<file path="config.mk">
export PLATFORM = sky130hd
export DESIGN_NAME = serial_rx_unit
export DESIGN_NICKNAME = d
export VERILOG_FILES = /design/src/rtl/srx_pkg.sv /design/src/rtl/srx_sync.sv /design/src/rtl/srx_framer.sv /design/src/rtl/srx_regs.sv /design/src/rtl/serial_rx_unit.sv
export SDC_FILE = /design/constraint.sdc
export NUM_CORES = 1
export LEC_CHECK = 0
export BUFFER_PORTS_ARGS = -buffer_cell sky130_fd_sc_hd__buf_2
export CORE_MARGIN = 5
export CORE_UTILIZATION = 55
export CTS_CLUSTER_SIZE = 16
export DETAILED_ROUTE_END_ITERATION = 8
export HOLD_SLACK_MARGIN = 0.1
export PLACE_DENSITY = 0.8
export SYNTH_ARGS = -nofsm -noshare
export SYNTH_HDL_FRONTEND = slang
export SYNTH_SLANG_ARGS = --single-unit
export TNS_END_PERCENT = 1
</file>
<file path="constraint.sdc">
create_clock -name clk -period 2.3 [get_ports clk]
set_input_delay 0.46 -clock clk [delete_from_list [all_inputs] [get_ports clk]]
set_output_delay 0.46 -clock clk [all_outputs]
set_load 0.02 [all_outputs]
</file>
<file path="src/rtl/srx_pkg.sv">
package srx_pkg;

    localparam int BUS_W  = 8;
    localparam int ADDR_W = 2;

    localparam logic [ADDR_W-1:0] A_CTRL = 2'd0;
    localparam logic [ADDR_W-1:0] A_STAT = 2'd1;
    localparam logic [ADDR_W-1:0] A_DATA = 2'd2;

    // control bit positions
    localparam int C_EN    = 0;
    localparam int C_SEVEN = 1;
    localparam int C_PAR_L = 2;
    localparam int C_TWOST = 4;
    localparam int C_RXIE  = 5;
    localparam int C_ERRIE = 6;

    typedef enum logic [2:0] {
        ST_IDLE,
        ST_START,
        ST_DATA,
        ST_PAR,
        ST_STOP,
        ST_STOP2
    } rx_state_e;

    typedef enum logic [1:0] {
        PAR_NONE = 2'b00,
        PAR_EVEN = 2'b01,
        PAR_ODD  = 2'b10,
        PAR_RSVD = 2'b11
    } par_mode_e;

endpackage

</file>
<file path="src/rtl/srx_sync.sv">
module srx_sync #(
    parameter int STAGES = 2
) (
    input  logic clk,
    input  logic rst_n,
    input  logic async_i,
    output logic sync_o
);
    logic [STAGES-1:0] chain_d, chain_q;

    always_comb begin
        chain_d = {chain_q[STAGES-2:0], async_i};
    end

    always_ff @(posedge clk or negedge rst_n) begin
        if (!rst_n) chain_q <= '1;   // line idles high
        else        chain_q <= chain_d;
    end

    assign sync_o = chain_q[STAGES-1];
endmodule

</file>
<file path="src/rtl/srx_framer.sv">
module srx_framer
    import srx_pkg::*;
#(
    parameter int OSR    = 16,
    parameter int DATA_W = 8
) (
    input  logic              clk,
    input  logic              rst_n,
    input  logic              tick_i,
    input  logic              rxd_i,
    input  logic              run_i,
    input  logic              seven_i,
    input  par_mode_e         par_i,
    input  logic              two_stop_i,
    output logic              done_o,
    output logic [DATA_W-1:0] data_o,
    output logic              perr_o,
    output logic              ferr_o
);
    localparam int CNT_W = $clog2(OSR);
    localparam int BIT_W = $clog2(DATA_W + 1);
    localparam logic [CNT_W-1:0] MID_C  = CNT_W'(OSR/2 - 1);
    localparam logic [CNT_W-1:0] LAST_C = CNT_W'(OSR - 1);

    typedef struct packed {
        rx_state_e         st;
        logic [CNT_W-1:0]  cnt;
        logic [BIT_W-1:0]  bitn;
        logic [DATA_W-1:0] sh;
        logic              pacc;
        logic              perr;
        logic              ferr;
        logic              last;
        logic              done;
    } fr_t;

    fr_t q, d;

    logic [BIT_W-1:0] nbits;
    logic             par_on;
    logic             centre;

    always_comb begin
        nbits  = seven_i ? BIT_W'(DATA_W - 1) : BIT_W'(DATA_W);
        par_on = (par_i == PAR_EVEN) || (par_i == PAR_ODD);
        centre = (q.cnt == LAST_C);

        d      = q;
        d.done = 1'b0;

        if (!run_i) begin
            d.st   = ST_IDLE;
            d.cnt  = '0;
            d.last = 1'b0;           // a high level must be seen first
        end else if (tick_i) begin
            unique case (q.st)
                ST_IDLE: begin
                    d.last = rxd_i;
                    if (q.last && !rxd_i) begin
                        d.st  = ST_START;
                        d.cnt = '0;
                    end
                end
                ST_START: begin
                    d.cnt = q.cnt + 1'b1;
                    if (q.cnt == MID_C) begin
                        d.cnt = '0;
                        if (!rxd_i) begin
                            d.st   = ST_DATA;
                            d.bitn = '0;
                            d.pacc = 1'b0;
                            d.perr = 1'b0;
                            d.ferr = 1'b0;
                        end else begin
                            d.st   = ST_IDLE;
                            d.last = rxd_i;
                        end
                    end
                end
                ST_DATA: begin
                    d.cnt = q.cnt + 1'b1;
                    if (centre) begin
                        d.cnt  = '0;
                        d.sh   = {rxd_i, q.sh[DATA_W-1:1]};
                        d.pacc = q.pacc ^ rxd_i;
                        d.bitn = q.bitn + 1'b1;
                        if (q.bitn == nbits - 1'b1)
                            d.st = par_on ? ST_PAR : ST_STOP;
                    end
                end
                ST_PAR: begin
                    d.cnt = q.cnt + 1'b1;
                    if (centre) begin
                        d.cnt  = '0;
                        d.perr = q.pacc ^ rxd_i ^ (par_i == PAR_ODD);
                        d.st   = ST_STOP;
                    end
                end
                ST_STOP: begin
                    d.cnt = q.cnt + 1'b1;
                    if (centre) begin
                        d.cnt  = '0;
                        d.ferr = !rxd_i;
                        d.done = 1'b1;
                        d.last = rxd_i;
                        d.st   = two_stop_i ? ST_STOP2 : ST_IDLE;
                    end
                end
                ST_STOP2: begin
                    d.cnt = q.cnt + 1'b1;
                    if (centre) begin   // sampled but not checked
                        d.cnt  = '0;
                        d.last = rxd_i;
                        d.st   = ST_IDLE;
                    end
                end
                default: d.st = ST_IDLE;
            endcase
        end
    end

    always_ff @(posedge clk or negedge rst_n) begin
        if (!rst_n) begin
            q    <= '0;
            q.st <= ST_IDLE;
        end else begin
            q <= d;
        end
    end

    assign done_o = q.done;
    assign data_o = seven_i ? (q.sh >> 1) : q.sh;
    assign perr_o = q.perr;
    assign ferr_o = q.ferr;

    AST_HALT_NO_DONE: assert property (@(posedge clk) disable iff (!rst_n)
        !run_i |=> !done_o);

endmodule

</file>
<file path="src/rtl/srx_regs.sv">
module srx_regs
    import srx_pkg::*;
#(
    parameter int DATA_W = 8
) (
    input  logic              clk,
    input  logic              rst_n,
    input  logic              bus_sel_i,
    input  logic              bus_wr_i,
    input  logic              bus_rd_i,
    input  logic [ADDR_W-1:0] bus_addr_i,
    input  logic [BUS_W-1:0]  bus_wdata_i,
    output logic [BUS_W-1:0]  bus_rdata_o,
    input  logic              dma_rd_i,
    input  logic              done_i,
    input  logic [DATA_W-1:0] data_i,
    input  logic              perr_i,
    input  logic              ferr_i,
    input  logic              rxd_lvl_i,
    output logic              enable_o,
    output logic              seven_o,
    output par_mode_e         par_o,
    output logic              two_stop_o,
    output logic              any_err_o,
    output logic              rx_irq_o,
    output logic              err_irq_o
);
    localparam int NFLAG = 4;   // {ferr, perr, ovr, full}

    typedef struct packed {
        logic [BUS_W-1:0]  ctrl;
        logic [DATA_W-1:0] data;
        logic              full;
        logic              ovr;
        logic              perr;
        logic              ferr;
        logic [NFLAG-1:0]  arm;
    } rg_t;

    rg_t q, d;

    logic             wr_ctrl, wr_stat, rd_stat;
    logic [NFLAG-1:0] flags_q, clr;

    always_comb begin
        flags_q = {q.ferr, q.perr, q.ovr, q.full};
        wr_ctrl = bus_sel_i && bus_wr_i && (bus_addr_i == A_CTRL);
        wr_stat = bus_sel_i && bus_wr_i && (bus_addr_i == A_STAT);
        rd_stat = bus_sel_i && bus_rd_i && (bus_addr_i == A_STAT);

        d     = q;
        d.arm = q.arm & flags_q;
        clr   = '0;

        if (wr_ctrl) d.ctrl = bus_wdata_i;

        if (wr_stat) begin
            clr   = q.arm & ~bus_wdata_i[NFLAG-1:0];
            d.arm = '0;
        end else if (rd_stat) begin
            d.arm = (q.arm | flags_q) & flags_q;
        end

        d.full = q.full & ~clr[0] & ~dma_rd_i;
        d.ovr  = q.ovr  & ~clr[1];
        d.perr = q.perr & ~clr[2];
        d.ferr = q.ferr & ~clr[3];

        if (done_i) begin
            if (q.full) begin
                d.ovr = 1'b1;                  // frame dropped
            end else if (perr_i || ferr_i) begin
                d.perr = q.perr | perr_i;
                d.ferr = q.ferr | ferr_i;
            end else begin
                d.data = data_i;
                d.full = 1'b1;
            end
        end
    end

    always_ff @(posedge clk or negedge rst_n) begin
        if (!rst_n) q <= '0;
        else        q <= d;
    end

    always_comb begin
        bus_rdata_o = '0;
        if (dma_rd_i) begin
            bus_rdata_o = BUS_W'(q.data);
        end else begin
            unique case (bus_addr_i)
                A_CTRL:  bus_rdata_o = q.ctrl;
                A_STAT:  bus_rdata_o = {rxd_lvl_i, 3'b000, flags_q};
                A_DATA:  bus_rdata_o = BUS_W'(q.data);
                default: bus_rdata_o = '0;
            endcase
        end
    end

    assign enable_o   = q.ctrl[C_EN];
    assign seven_o    = q.ctrl[C_SEVEN];
    assign par_o      = par_mode_e'(q.ctrl[C_PAR_L+1:C_PAR_L]);
    assign two_stop_o = q.ctrl[C_TWOST];
    assign any_err_o  = q.ovr | q.perr | q.ferr;
    assign rx_irq_o   = q.full & q.ctrl[C_RXIE];
    assign err_irq_o  = any_err_o & q.ctrl[C_ERRIE];

    AST_FULL_FROM_FRAME: assert property (@(posedge clk) disable iff (!rst_n)
        $rose(q.full) |-> $past(done_i));
    AST_OVR_KEEPS_DATA: assert property (@(posedge clk) disable iff (!rst_n)
        $rose(q.ovr) |-> $stable(q.data));
    AST_DMA_CLEARS_FULL: assert property (@(posedge clk) disable iff (!rst_n)
        (dma_rd_i && !done_i) |=> !q.full);
    AST_PERR_CLEAR_ARMED: assert property (@(posedge clk) disable iff (!rst_n)
        $fell(q.perr) |-> $past(wr_stat && q.arm[2]));

endmodule

</file>
<file path="src/rtl/serial_rx_unit.sv">
module serial_rx_unit
    import srx_pkg::*;
#(
    parameter int OSR         = 16,
    parameter int DATA_W      = 8,
    parameter int SYNC_STAGES = 2
) (
    input  logic              clk,
    input  logic              rst_n,
    input  logic              baud_tick,
    input  logic              rxd,
    input  logic              bus_sel,
    input  logic              bus_wr,
    input  logic              bus_rd,
    input  logic [ADDR_W-1:0] bus_addr,
    input  logic [BUS_W-1:0]  bus_wdata,
    output logic [BUS_W-1:0]  bus_rdata,
    input  logic              dma_rd,
    output logic              rx_irq,
    output logic              err_irq
);
    logic              rxd_s;
    logic              en, seven, two_stop, any_err;
    par_mode_e         par;
    logic              frm_done, frm_perr, frm_ferr;
    logic [DATA_W-1:0] frm_data;

    srx_sync #(.STAGES(SYNC_STAGES)) u_sync (
        .clk     (clk),
        .rst_n   (rst_n),
        .async_i (rxd),
        .sync_o  (rxd_s)
    );

    srx_framer #(.OSR(OSR), .DATA_W(DATA_W)) u_framer (
        .clk        (clk),
        .rst_n      (rst_n),
        .tick_i     (baud_tick),
        .rxd_i      (rxd_s),
        .run_i      (en && !any_err),
        .seven_i    (seven),
        .par_i      (par),
        .two_stop_i (two_stop),
        .done_o     (frm_done),
        .data_o     (frm_data),
        .perr_o     (frm_perr),
        .ferr_o     (frm_ferr)
    );

    srx_regs #(.DATA_W(DATA_W)) u_regs (
        .clk         (clk),
        .rst_n       (rst_n),
        .bus_sel_i   (bus_sel),
        .bus_wr_i    (bus_wr),
        .bus_rd_i    (bus_rd),
        .bus_addr_i  (bus_addr),
        .bus_wdata_i (bus_wdata),
        .bus_rdata_o (bus_rdata),
        .dma_rd_i    (dma_rd),
        .done_i      (frm_done),
        .data_i      (frm_data),
        .perr_i      (frm_perr),
        .ferr_i      (frm_ferr),
        .rxd_lvl_i   (rxd_s),
        .enable_o    (en),
        .seven_o     (seven),
        .par_o       (par),
        .two_stop_o  (two_stop),
        .any_err_o   (any_err),
        .rx_irq_o    (rx_irq),
        .err_irq_o   (err_irq)
    );

    AST_ERR_HALTS: assert property (@(posedge clk) disable iff (!rst_n)
        any_err |=> !frm_done);

endmodule

</file>
==> reports/qor.txt, run 1 <==
most common library cells after synthesis -> 48 x sky130_fd_sc_hd__dfrtp_1, 20 x sky130_fd_sc_hd__nand2_1, 19 x sky130_fd_sc_hd__o21ai_0, 18 x sky130_fd_sc_hd__nor2_1, 17 x sky130_fd_sc_hd__mux2_2
Yosys reg bits -> 50
overflow left after global routing -> 0
worst reg2reg path depth -> 5
clock-pin slew of the registers on the worst-case setup and hold paths -> 0.09 ns
top fanout value on the critical path -> 12
r2r endpoint -> u_framer.q[22]$_DFFE_PN0P_
number of flops mapped to enable cells by yosys -> 0
category of the worst setup path launch point -> primary input
Setup Crit Path Kind -> primary input to primary output
deepest level of the CTS H-tree -> 2
global-route usage over all layers -> 20.2%
height of the die -> 80.2 µm
mux contribution to synthesized area -> 10.7%
wire length of the first global-routing pass -> 10.0 mm
fraction of synthesized cell area taken by the top area cell type -> 44.3%
CP required -> 1.84 ns
final count of hold timing violations -> 0
starting density of the core -> 57.1%
count of endpoints failing setup in the final report -> 0
proportion of layout cells with a drive suffix above 1 -> 25.7%
final count of pins violating max slew -> 0
share of power burned in combinational logic -> 14.4%
Mapped Cells -> 263
wire per inst -> 16.1 µm
antenna diode count -> 0
layout-stage area growth over the synthesis result -> 11.3%
library cell with the highest instance count after synthesis -> sky130_fd_sc_hd__dfrtp_1
Fmax achieved -> 495 MHz
maximum number of pins on one net before global-route repair -> 28
CTS Root Cell -> sky130_fd_sc_hd__clkbuf_8
number of antenna violations at the first check in global routing -> 0
overall via count from detail_route -> 2096
area of the placeable core -> 4750 µm²
buffer depth of the longest clock path -> 2
Port Buffer Count -> 27
clock sink count -> 50
Gates resized, CTS repair -> 0
clock buffer count from CTS -> 5
worst vdd rail ir drop -> 0.000443 V
sequential cell fraction of total power -> 51.7%
element type at the critical path end -> primary output
number of DRC markers in iteration 0 -> 173
beginning of the critical path -> bus_addr[1]
setup clock skew after layout -> 0.0111 ns
final weighted congestion of routability-driven global placement -> 0.876
slew at the pin closest to its max-slew limit -> 0.601 ns
sequential element share of the synthesized area -> 46.2%
routed wire length -> 5.77 mm
share of the clock period used by the worst path after layout -> 87.9%
total number of nets in the final design -> 312
cell accounting for the most synthesized area -> sky130_fd_sc_hd__dfrtp_1
net load switching power -> 0.507 mW
combined area of all synthesized cells -> 2710 µm²
RSZ-0062 raised after global routing -> no
number of warning messages in the yosys log -> 0
Netlist cell types -> 54
Post-Syn Area per Cell -> 10.3 µm²
areal power density over the cells -> 623 nW/µm²
net count after synthesis -> 284
share of the synthesized netlist area taken by xor and xnor gates -> 1.61%
post-synthesis share of cell area spent on full adders, half adders and majority gates -> 1.38%
static power due to leakage -> 1.42 nW
antenna-violating nets left -> 0
DRC violation count after routing -> 0
utilization after layout -> 63.5%
Post-CTS Setup Repair Bufs -> 0
most frequently used flop master after synthesis -> sky130_fd_sc_hd__dfrtp_1
count of max-cap constraint violations -> 0
1st-pass router iterations -> 4
Reg-to-Reg Start -> u_framer.q[23]$_DFFE_PN0P_
vias in the first global route -> 2011
number of cell rows -> 25
number of inserted filler cells in the final layout -> 396
run status -> completed
Post-Route Setup TNS -> 0 ns
fraction of the mapped netlist area in compound gates -> 17.8%
CTS tree -> yes
share of synthesized flip-flops with an asynchronous set or reset -> 100%
net switching share of the total power -> 27.0%
worst min path class -> primary input to async pin
main combinational cell family by area after synthesis -> simple AND/OR/NAND/NOR gates
clock share of power -> 33.9%
number of buffers added to fix hold violations after cts -> 0
Int Power -> 1.37 mW
max-slew headroom at the worst pin -> 59.9%
worst reg-to-reg setup slack -> 0.41 ns
arrival time reported for the critical path endpoint -> 1.56 ns
cells taking the most area after synthesis -> sky130_fd_sc_hd__dfrtp_1 44%, sky130_fd_sc_hd__mux2_2 7.1%, sky130_fd_sc_hd__mux2i_1 3.7%, sky130_fd_sc_hd__o21ai_0 3.5%, sky130_fd_sc_hd__a22oi_1 3.0%
simple-gate share of the synthesized area -> 18.3%
placed wire-length estimate after detailed placement -> 4.15 mm
post-layout minimum cycle time -> 2.02 ns
Horiz. Die Dim -> 80.2 µm
Die ar. -> 6440 µm²
latest clock arrival within the worst-skew pair -> 0.31 ns
routed via count divided by cell count -> 5.84
io pins -> 28
==> logic make-up after synthesis <==
kind of cell | Yosys count
adders and majority gates | 3
AOI/OAI and AO/OA | 72
DFF | 50
muxes | 27
xor gates and xnor gates | 5
and+or+nand+nor | 86
buffers and inverters | 20
==> cell usage in the layout, fill, tap and decap left out, drive strengths merged, types with 6 or more instances in the layout <==
| cell | n |
|---|---|
| a21oi | 16 |
| nor2 | 19 |
| a22oi | 11 |
| buf | 34 |
| nand2 | 22 |
| mux2 | 17 |
| nand3 | 6 |
| dfrtp | 48 |
| mux2i | 10 |
| inv | 8 |
| o21ai | 21 |
==> layout make-up <==
class | instances | area [µm²] | area share [%]
multi-input cells | 193 | 1350 | 44.8
flip-flops and latches | 50 | 1250 | 41.5
repair buffers | 34 | 188 | 6.22
well taps | 67 | 83.8 | 2.78
clock buffers | 5 | 68.8 | 2.28
clock inverters | 3 | 47.5 | 1.57
inverters | 7 | 26.3 | 0.870
==> critical path, cell delays in order <==
cell and delay, ns:
sky130_fd_sc_hd__buf_2 0.18, sky130_fd_sc_hd__nor2_1 0.28, sky130_fd_sc_hd__and2_1 0.27, sky130_fd_sc_hd__a22oi_1 0.09
sky130_fd_sc_hd__o21ai_0 0.09, sky130_fd_sc_hd__buf_2 0.19
==> flip-flops by register name, summed over array words and instances (netlist names) <==
register / flops
u_regs.flags_q: 4
u_framer.q: 21
u_regs.enable_o: 1
u_framer.done_o: 1
u_regs.two_stop_o: 1
u_framer.ferr_o: 1
u_regs.par_o: 2
u_framer.perr_o: 1
u_regs.seven_o: 1
u_regs.q: 15
u_sync.chain_q: 2
==> through the flow <==
stage / hold WS, ns / std cells / setup WS, ns / power [mW] / cell area (µm²)
global route: 0.185 / 359 / 0.157 / 1.97 / 3020
global placement: 0.346 / 351 / 0.396 / 1.25 / 2900
detailed placement: 0.349 / 351 / 0.314 / 1.26 / 2900
finish: 0.139 / 359 / 0.278 / 1.88 / 3020
floorplan: 0.164 / 263 / 0.450 / 1.16 / 2710
CTS: 0.163 / 359 / 0.301 / 1.89 / 3020
==> metal layers <==
metal  GRT usage [%]  vias up  share of wire, %
li1                -     1017                 -
met1            27.6     1016                46
met2            31.6       50                48
met3            4.48       13               4.5
met4            7.09        0               2.0
met5               0        -                 0
==> power groups by stage <==
stage	clock (mW)	sequential, mW	combinational [mW]
2_1_floorplan	0	0.968	0.193
3_3_place_gp	0	0.989	0.264
3_5_place_dp	0	0.988	0.269
4_1_cts	0.648	0.972	0.271
5_1_grt	0.694	0.979	0.298
6_report	0.638	0.973	0.270
==> worst max path at each step <==
stage	end	slack [ns]	cells past startpoint
6_report	bus_rdata[2]	0.28	6
3_5_place_dp	bus_rdata[2]	0.31	6
5_1_grt	bus_rdata[2]	0.16	6
3_3_place_gp	bus_rdata[2]	0.40	6
4_1_cts	bus_rdata[1]	0.30	6
2_1_floorplan	bus_rdata[6]	0.45	4
Power figures use the tool's default switching activity.
==> inputs of run 2 (changes only) <==
--- a/config.mk
+++ b/config.mk
@@ -5,13 +5,14 @@
 export SDC_FILE = /design/constraint.sdc
 export NUM_CORES = 1
 export LEC_CHECK = 0
+export ABC_CLOCK_PERIOD_IN_PS = 2300
 export BUFFER_PORTS_ARGS = -buffer_cell sky130_fd_sc_hd__buf_2
 export CORE_MARGIN = 5
 export CORE_UTILIZATION = 55
 export CTS_CLUSTER_SIZE = 16
 export DETAILED_ROUTE_END_ITERATION = 8
 export HOLD_SLACK_MARGIN = 0.1
-export PLACE_DENSITY = 0.8
+export PLACE_DENSITY = 0.75
 export SYNTH_ARGS = -nofsm -noshare
 export SYNTH_HDL_FRONTEND = slang
 export SYNTH_SLANG_ARGS = --single-unit
==> reports/qor.txt, run 2 (synthesis results as in run 1) <==
run status -> completed (unchanged)
element type at the critical path end -> primary output (unchanged)
share of power burned in combinational logic -> 14.3% (was 14.4%)
setup slack of the critical path after layout -> 0.349 ns (was 0.278 ns)
Power Total -> 1.86 mW (was 1.88 mW)
routed via count divided by cell count -> 5.87 (was 5.84)
wire per inst -> 15.8 µm (was 16.1 µm)
wire length of the first global-routing pass -> 9.89 mm (was 10.0 mm)
worst min path class -> primary input to async pin (unchanged)
DRC violation count after routing -> 0 (unchanged)
Gates resized, CTS repair -> 0 (unchanged)
layout-stage area growth over the synthesis result -> 10.9% (was 11.3%)
net load switching power -> 0.486 mW (was 0.507 mW)
RSZ-0062 raised after global routing -> no (unchanged)
max FFs per register -> 21 (unchanged)
Setup Crit Path Kind -> primary input to primary output (unchanged)
sequential cell fraction of total power -> 52.4% (was 51.7%)
routed wire length -> 5.64 mm (was 5.77 mm)
final count of pins violating max slew -> 0 (unchanged)
max-slew headroom at the worst pin -> 58.8% (was 59.9%)
final count of hold timing violations -> 0 (unchanged)
Horiz. Die Dim -> 80.2 µm (unchanged)
Port Buffer Count -> 27 (unchanged)
category of the worst setup path launch point -> primary input (unchanged)
io pins -> 28 (unchanged)
vias in the first global route -> 2061 (was 2011)
CTS tree -> yes (unchanged)
Int Power -> 1.37 mW (about the same)
post-layout minimum cycle time -> 1.95 ns (was 2.02 ns)
number of cell rows -> 25 (unchanged)
1st-pass router iterations -> 4 (unchanged)
delay-heaviest family, CP -> simple AND/OR/NAND/NOR gates (unchanged)
crit-path max cell delay -> 0.26 ns (was 0.28 ns)
overflow left after global routing -> 0 (unchanged)
Die ar. -> 6440 µm² (unchanged)
net switching share of the total power -> 26.2% (was 27.0%)
clock sink count -> 50 (unchanged)
overall via count from detail_route -> 2102 (was 2096)
clock buffer count from CTS -> 5 (unchanged)
area of the placeable core -> 4750 µm² (unchanged)
slew at the pin closest to its max-slew limit -> 0.618 ns (was 0.601 ns)
deepest level of the CTS H-tree -> 2 (unchanged)
final weighted congestion of routability-driven global placement -> 0.859 (was 0.876)
number of buffers added to fix hold violations after cts -> 0 (unchanged)
minimum hold slack -> 0.238 ns (was 0.139 ns)
clock-pin slew of the registers on the worst-case setup and hold paths -> 0.09 ns (about the same)
slowest cell on the critical path -> sky130_fd_sc_hd__nor2_1 (unchanged)
CP required -> 1.84 ns (about the same)
total number of nets in the final design -> 311 (was 312)
register ranked first by flip-flop count -> u_framer.q (unchanged)
global-route usage over all layers -> 19.9% (was 20.2%)
Fmax achieved -> 513 MHz (was 495 MHz)
proportion of layout cells with a drive suffix above 1 -> 25.4% (was 25.7%)
Reg-to-Reg Start -> u_framer.q[22]$_DFFE_PN0P_ (was u_framer.q[23]$_DFFE_PN0P_)
clock share of power -> 33.3% (was 33.9%)
buffer and inverter count on the worst path -> 2 (unchanged)
share of the clock period used by the worst path after layout -> 84.8% (was 87.9%)
CTS Root Cell -> sky130_fd_sc_hd__clkbuf_8 (unchanged)
Post-CTS Setup Repair Bufs -> 0 (unchanged)
commonest cells after routing, fill and taps aside -> 48 x sky130_fd_sc_hd__dfrtp_1, 27 x sky130_fd_sc_hd__buf_2, 20 x sky130_fd_sc_hd__nand2_1, 19 x sky130_fd_sc_hd__o21ai_0, 18 x sky130_fd_sc_hd__nor2_1 (unchanged)
starting density of the core -> 57.1% (unchanged)
Most Frequent Cell on Critical Path -> sky130_fd_sc_hd__buf_2 (unchanged)
maximum number of pins on one net before global-route repair -> 51 (was 28)
number of DRC markers in iteration 0 -> 132 (was 173)
top fanout value on the critical path -> 12 (unchanged)
count of endpoints failing setup in the final report -> 0 (unchanged)
number of antenna violations at the first check in global routing -> 0 (unchanged)
buffer depth of the longest clock path -> 2 (unchanged)
height of the die -> 80.2 µm (unchanged)
worst vdd rail ir drop -> 0.000411 V (was 0.000443 V)
antenna diode count -> 0 (unchanged)
areal power density over the cells -> 617 nW/µm² (was 623 nW/µm²)
arrival time reported for the critical path endpoint -> 1.49 ns (was 1.56 ns)
latest clock arrival within the worst-skew pair -> 0.30 ns (was 0.31 ns)
static power due to leakage -> 1.41 nW (was 1.42 nW)
ordered cell list for the critical path -> buf_2 > nor2_1 > and2_1 > a22oi_1 > o21ai_0 > buf_2 (unchanged)
antenna-violating nets left -> 0 (unchanged)
Post-Route Setup TNS -> 0 ns (unchanged)
beginning of the critical path -> bus_addr[1] (unchanged)
most common cell after layout, fill and taps aside -> sky130_fd_sc_hd__dfrtp_1 (unchanged)
count of max-cap constraint violations -> 0 (unchanged)
setup clock skew after layout -> 0.00475 ns (was 0.0111 ns)
placed wire-length estimate after detailed placement -> 4.16 mm (was 4.15 mm)
Worst Setup Slack post-DPL -> 0.354 ns (was 0.314 ns)
[run 2: cell types whose count changed in the layout (fill, tap and decap cells not counted), sizes merged]
| cell | delta |
|---|---|
| buf | -1 |
[run 2: path summary, 6_finish.rpt]
check                                                    to  slack, ns  cells past startpoint
worst min register to register  u_sync.chain_q[1]$_DFF_PN1_       0.36                      0
max in group asynchronous        u_framer.q[16]$_DFFE_PN0P_       1.64                      2
worst min-delay path                  u_regs.q[0]$_DFF_PN0_       0.24                      2
min in group clk                u_sync.chain_q[0]$_DFF_PN1_       0.25                      1
worst max-delay path                           bus_rdata[2]       0.35                      6
worst max register to register   u_framer.q[22]$_DFFE_PN0P_       0.42                      4
[run 2: through the flow]
| step | instances | util, % | instance area [µm²] |
|---|---|---|---|
| after global routing | 358 | 63.3 | 3010 |
| after detailed placement | 350 | 60.9 | 2900 |
| after global placement | 350 | 60.9 | 2900 |
| final | 358 | 63.3 | 3010 |
| after floorplan | 263 | - | 2710 |
| after CTS | 358 | 63.3 | 3010 |
[run 2: layer usage]
layer  track usage [%]  vias to the layer above  share of wire (%)
li1                  -                     1016                  -
met1              26.9                     1033                 46
met2              30.9                       44                 48
met3              4.60                        9                4.5
met4              7.60                        0                1.7
met5                 0                        -                  0
[run 2: worst reg2reg max path, stage by stage (launching register included)]
cell and delay [ns]:
sky130_fd_sc_hd__dfrtp_1 0.54, sky130_fd_sc_hd__or2_2 0.36, sky130_fd_sc_hd__o221ai_2 0.29, sky130_fd_sc_hd__and2_1 0.23, sky130_fd_sc_hd__mux2_2 0.34
[run 2: layout make-up]
| cell class | instances | area, µm² |
|---|---|---|
| Multi-Input combinational cell | 193 | 1350 |
| Clock inverter | 3 | 43.8 |
| Tap cell | 67 | 83.8 |
| Timing Repair Buffer | 33 | 180 |
| Clock buffer | 5 | 68.8 |
| Fill cell | 413 | 1750 |
| Sequential cell | 50 | 1250 |
| Inverter | 7 | 26.3 |
[run 2: power by group through the flow]
stage          clock network (mW)  logic, mW  registers, mW
5_1_grt                     0.683      0.296          0.979
3_5_place_dp                    0      0.268          0.988
3_3_place_gp                    0      0.263          0.989
6_report                    0.618      0.265          0.972
2_1_floorplan                   0      0.193          0.968
4_1_cts                     0.640      0.268          0.972
==> inputs of run 3 (changes only) <==
--- a/config.mk
+++ b/config.mk
@@ -5,14 +5,14 @@
 export SDC_FILE = /design/constraint.sdc
 export NUM_CORES = 1
 export LEC_CHECK = 0
-export ABC_CLOCK_PERIOD_IN_PS = 2300
+export ABC_CLOCK_PERIOD_IN_PS = 1600
 export BUFFER_PORTS_ARGS = -buffer_cell sky130_fd_sc_hd__buf_2
 export CORE_MARGIN = 5
-export CORE_UTILIZATION = 55
+export CORE_UTILIZATION = 53
 export CTS_CLUSTER_SIZE = 16
 export DETAILED_ROUTE_END_ITERATION = 8
 export HOLD_SLACK_MARGIN = 0.1
-export PLACE_DENSITY = 0.75
+export PLACE_DENSITY = 0.76
 export SYNTH_ARGS = -nofsm -noshare
 export SYNTH_HDL_FRONTEND = slang
 export SYNTH_SLANG_ARGS = --single-unit
==> constraint.sdc (replaced) <==
create_clock -name clk -period 1.6 [get_ports clk]
set_input_delay 0.32 -clock clk [delete_from_list [all_inputs] [get_ports clk]]
set_output_delay 0.32 -clock clk [all_outputs]
set_load 0.02 [all_outputs]
==> reports/qor.txt, run 3 (synthesis results as in run 1) <==
most common cell after layout, fill and taps aside -> sky130_fd_sc_hd__buf_4 (was sky130_fd_sc_hd__dfrtp_1)
setup clock skew after layout -> 0.0108 ns (was 0.00475 ns)
wire per inst -> 16.6 µm (was 15.8 µm)
buffer depth of the longest clock path -> 2 (unchanged)
Setup Crit Path Kind -> register to primary output (was primary input to primary output)
DRC violation count after routing -> 0 (unchanged)
count of max-cap constraint violations -> 0 (unchanged)
Fmax achieved -> 606 MHz
placed wire-length estimate after detailed placement -> 5.10 mm (was 4.16 mm)
count of endpoints failing setup in the final report -> 13 (was 0)
CTS Root Cell -> sky130_fd_sc_hd__clkbuf_8 (unchanged)
crit-path max cell delay -> 0.43 ns (was 0.26 ns)
Worst Min Path Start -> bus_wdata[2]
worst vdd rail ir drop -> 0.000552 V (was 0.000411 V)
Port Buffer Count -> 27 (unchanged)
violated checks -> setup timing
max-slew headroom at the worst pin -> 75.6% (was 58.8%)
worst reg2reg path depth -> 4 (unchanged)
starting density of the core -> 53.8% (was 57.1%)
final count of pins violating max slew -> 0 (unchanged)
run status -> finished with violations (was completed)
arrival time reported for the critical path endpoint -> 1.33 ns (was 1.49 ns)
commonest cells after routing, fill and taps aside -> 54 x sky130_fd_sc_hd__buf_4, 46 x sky130_fd_sc_hd__dfrtp_1, 23 x sky130_fd_sc_hd__buf_2, 17 x sky130_fd_sc_hd__nand2_1, 17 x sky130_fd_sc_hd__nor2_1 (was 48 x sky130_fd_sc_hd__dfrtp_1, 27 x sky130_fd_sc_hd__buf_2, 20 x sky130_fd_sc_hd__nand2_1, 19 x sky130_fd_sc_hd__o21ai_0, 18 x sky130_fd_sc_hd__nor2_1)
latest clock arrival within the worst-skew pair -> 0.30 ns (about the same)
deepest level of the CTS H-tree -> 2 (unchanged)
category of the worst setup path launch point -> register (was primary input)
worst min path class -> primary input to register (was primary input to async pin)
number of DRC markers in iteration 0 -> 140 (was 132)
overall via count from detail_route -> 2328 (was 2102)
layout-stage area growth over the synthesis result -> 33.3% (was 10.9%)
antenna diode count -> 0 (unchanged)
areal power density over the cells -> 744 nW/µm² (was 617 nW/µm²)
Horiz. Die Dim -> 81.5 µm (was 80.2 µm)
ordered cell list for the critical path -> buf_6 > nor3_4 > nor2b_1 > buf_4 (was buf_2 > nor2_1 > and2_1 > a22oi_1 > o21ai_0 > buf_2)
number of antenna violations at the first check in global routing -> 0 (unchanged)
utilization after layout -> 71.7% (was 63.3%)
height of the die -> 81.5 µm (was 80.2 µm)
setup slack of the critical path after layout -> -0.0490 ns (was 0.349 ns)
worst reg-to-reg setup slack -> -0.04 ns (was 0.42 ns)
minimum hold slack -> 0.233 ns (was 0.238 ns)
1st-pass router iterations -> 4 (unchanged)
CP required -> 1.28 ns (was 1.84 ns)
Worst Setup Slack post-DPL -> -0.0747 ns (was 0.354 ns)
overflow left after global routing -> 0 (unchanged)
proportion of layout cells with a drive suffix above 1 -> 43.6% (was 25.4%)
share of the clock period used by the worst path after layout -> 103%
Post-Route Setup TNS -> -0.445 ns (was 0 ns)
maximum number of pins on one net before global-route repair -> 37 (was 51)
post-layout minimum cycle time -> 1.65 ns
register ranked first by flip-flop count -> u_framer.q (unchanged)
wire length of the first global-routing pass -> 11.4 mm (was 9.89 mm)
antenna-violating nets left -> 0 (unchanged)
Die ar. -> 6650 µm² (was 6440 µm²)
final weighted congestion of routability-driven global placement -> 0.919 (was 0.859)
clock buffer count from CTS -> 5 (unchanged)
Reg-to-Reg Start -> u_regs.flags_q[3]$_DFF_PN0_ (was u_framer.q[22]$_DFFE_PN0P_)
CTS tree -> yes (unchanged)
top fanout value on the critical path -> 3 (was 12)
io pins -> 28 (unchanged)
global-route usage over all layers -> 22.3% (was 19.9%)
RSZ-0062 raised after global routing -> yes (was no)
final count of hold timing violations -> 0 (unchanged)
element type at the critical path end -> primary output (unchanged)
area of the placeable core -> 5040 µm² (was 4750 µm²)
clock-pin slew of the registers on the worst-case setup and hold paths -> 0.09 ns (about the same)
beginning of the critical path -> u_regs.flags_q[1]$_DFF_PN0_ (was bus_addr[1])
slowest cell on the critical path -> sky130_fd_sc_hd__dfrtp_1 (was sky130_fd_sc_hd__nor2_1)
number of cell rows -> 26 (was 25)
routed via count divided by cell count -> 5.62 (was 5.87)
slew at the pin closest to its max-slew limit -> 0.366 ns (was 0.618 ns)
hold path depth -> 3
static power due to leakage -> 1.72 nW (was 1.41 nW)
vias in the first global route -> 2407 (was 2061)
total number of nets in the final design -> 364 (was 311)
clock sink count -> 50 (unchanged)
routed wire length -> 6.88 mm (was 5.64 mm)
max FFs per register -> 21 (unchanged)
==> run 3: cell types whose count changed in the layout (fill, tap and decap cells not counted), sizes merged <==
cell | previous run | this run
clkinv | 1 | 2
inv | 8 | 7
buf | 33 | 84
dlygate4sd3 | 0 | 2
clkinvlp | 0 | 1
bufinv | 1 | 0
==> run 3: power by group <==
part / switching [mW] / internal, mW / total [mW]
Clock: 0.420 / 0.308 / 0.728
Combinational: 0.285 / 0.295 / 0.580
Sequential: 0.0533 / 1.33 / 1.38
Total: 0.758 / 1.93 / 2.69
==> run 3: final cells by class <==
type                       instances  area, µm²
clock buffer                       5       68.8
clock inverter                     3       21.3
fill                             361       1430
inverter                           7       26.3
multi-input combinational        193       1530
sequential                        50       1260
tap                               70       87.6
timing repair buffer              86        628
==> run 3: what timing repair did <==
action	4_1_cts	5_1_grt
hold endpoints to repair	13	0
setup endpoints to repair	21	30
buffers inserted	3	4
hold buffers	2	0
gates resized for setup	20	28
pin swaps	2	9
==> run 3: metrics by stage <==
step           instance area, µm²  instances  power, mW
6_report                     3610        414       2.69
5_1_grt                      3610        414       2.84
4_1_cts                      3500        410       2.69
3_5_place_dp                 3300        398       1.92
3_3_place_gp                 3300        398       1.91
2_1_floorplan                2770        263       1.67
==> run 3: critical path, delay by kind of cell (launching register included) <==
kind / cells / cell delay (ns)
flip-flops: 1 / 0.43
buffers and inverters: 2 / 0.31
AND/OR/NAND/NOR: 2 / 0.29
==> run 3: per-layer routing <==
layer | GRT usage, % | vias to the layer above | wire length (µm)
met5 | 0 | - | 0
met4 | 7.94 | 0 | 163
met2 | 38.7 | 60 | 3420
li1 | - | 1120 | -
met3 | 4.17 | 20 | 337
met1 | 27.8 | 1128 | 2960
==> run 3: worst paths after layout <==
kind                                               end
max                                            err_irq
min                        u_regs.par_o[0]$_DFFE_PN0P_
max reg2reg                  u_framer.q[8]$_DFFE_PN0P_
min reg2reg                u_sync.chain_q[1]$_DFF_PN1_
max in group asynchronous   u_framer.q[20]$_DFFE_PN0P_
min in group asynchronous  u_regs.flags_q[0]$_DFF_PN0_
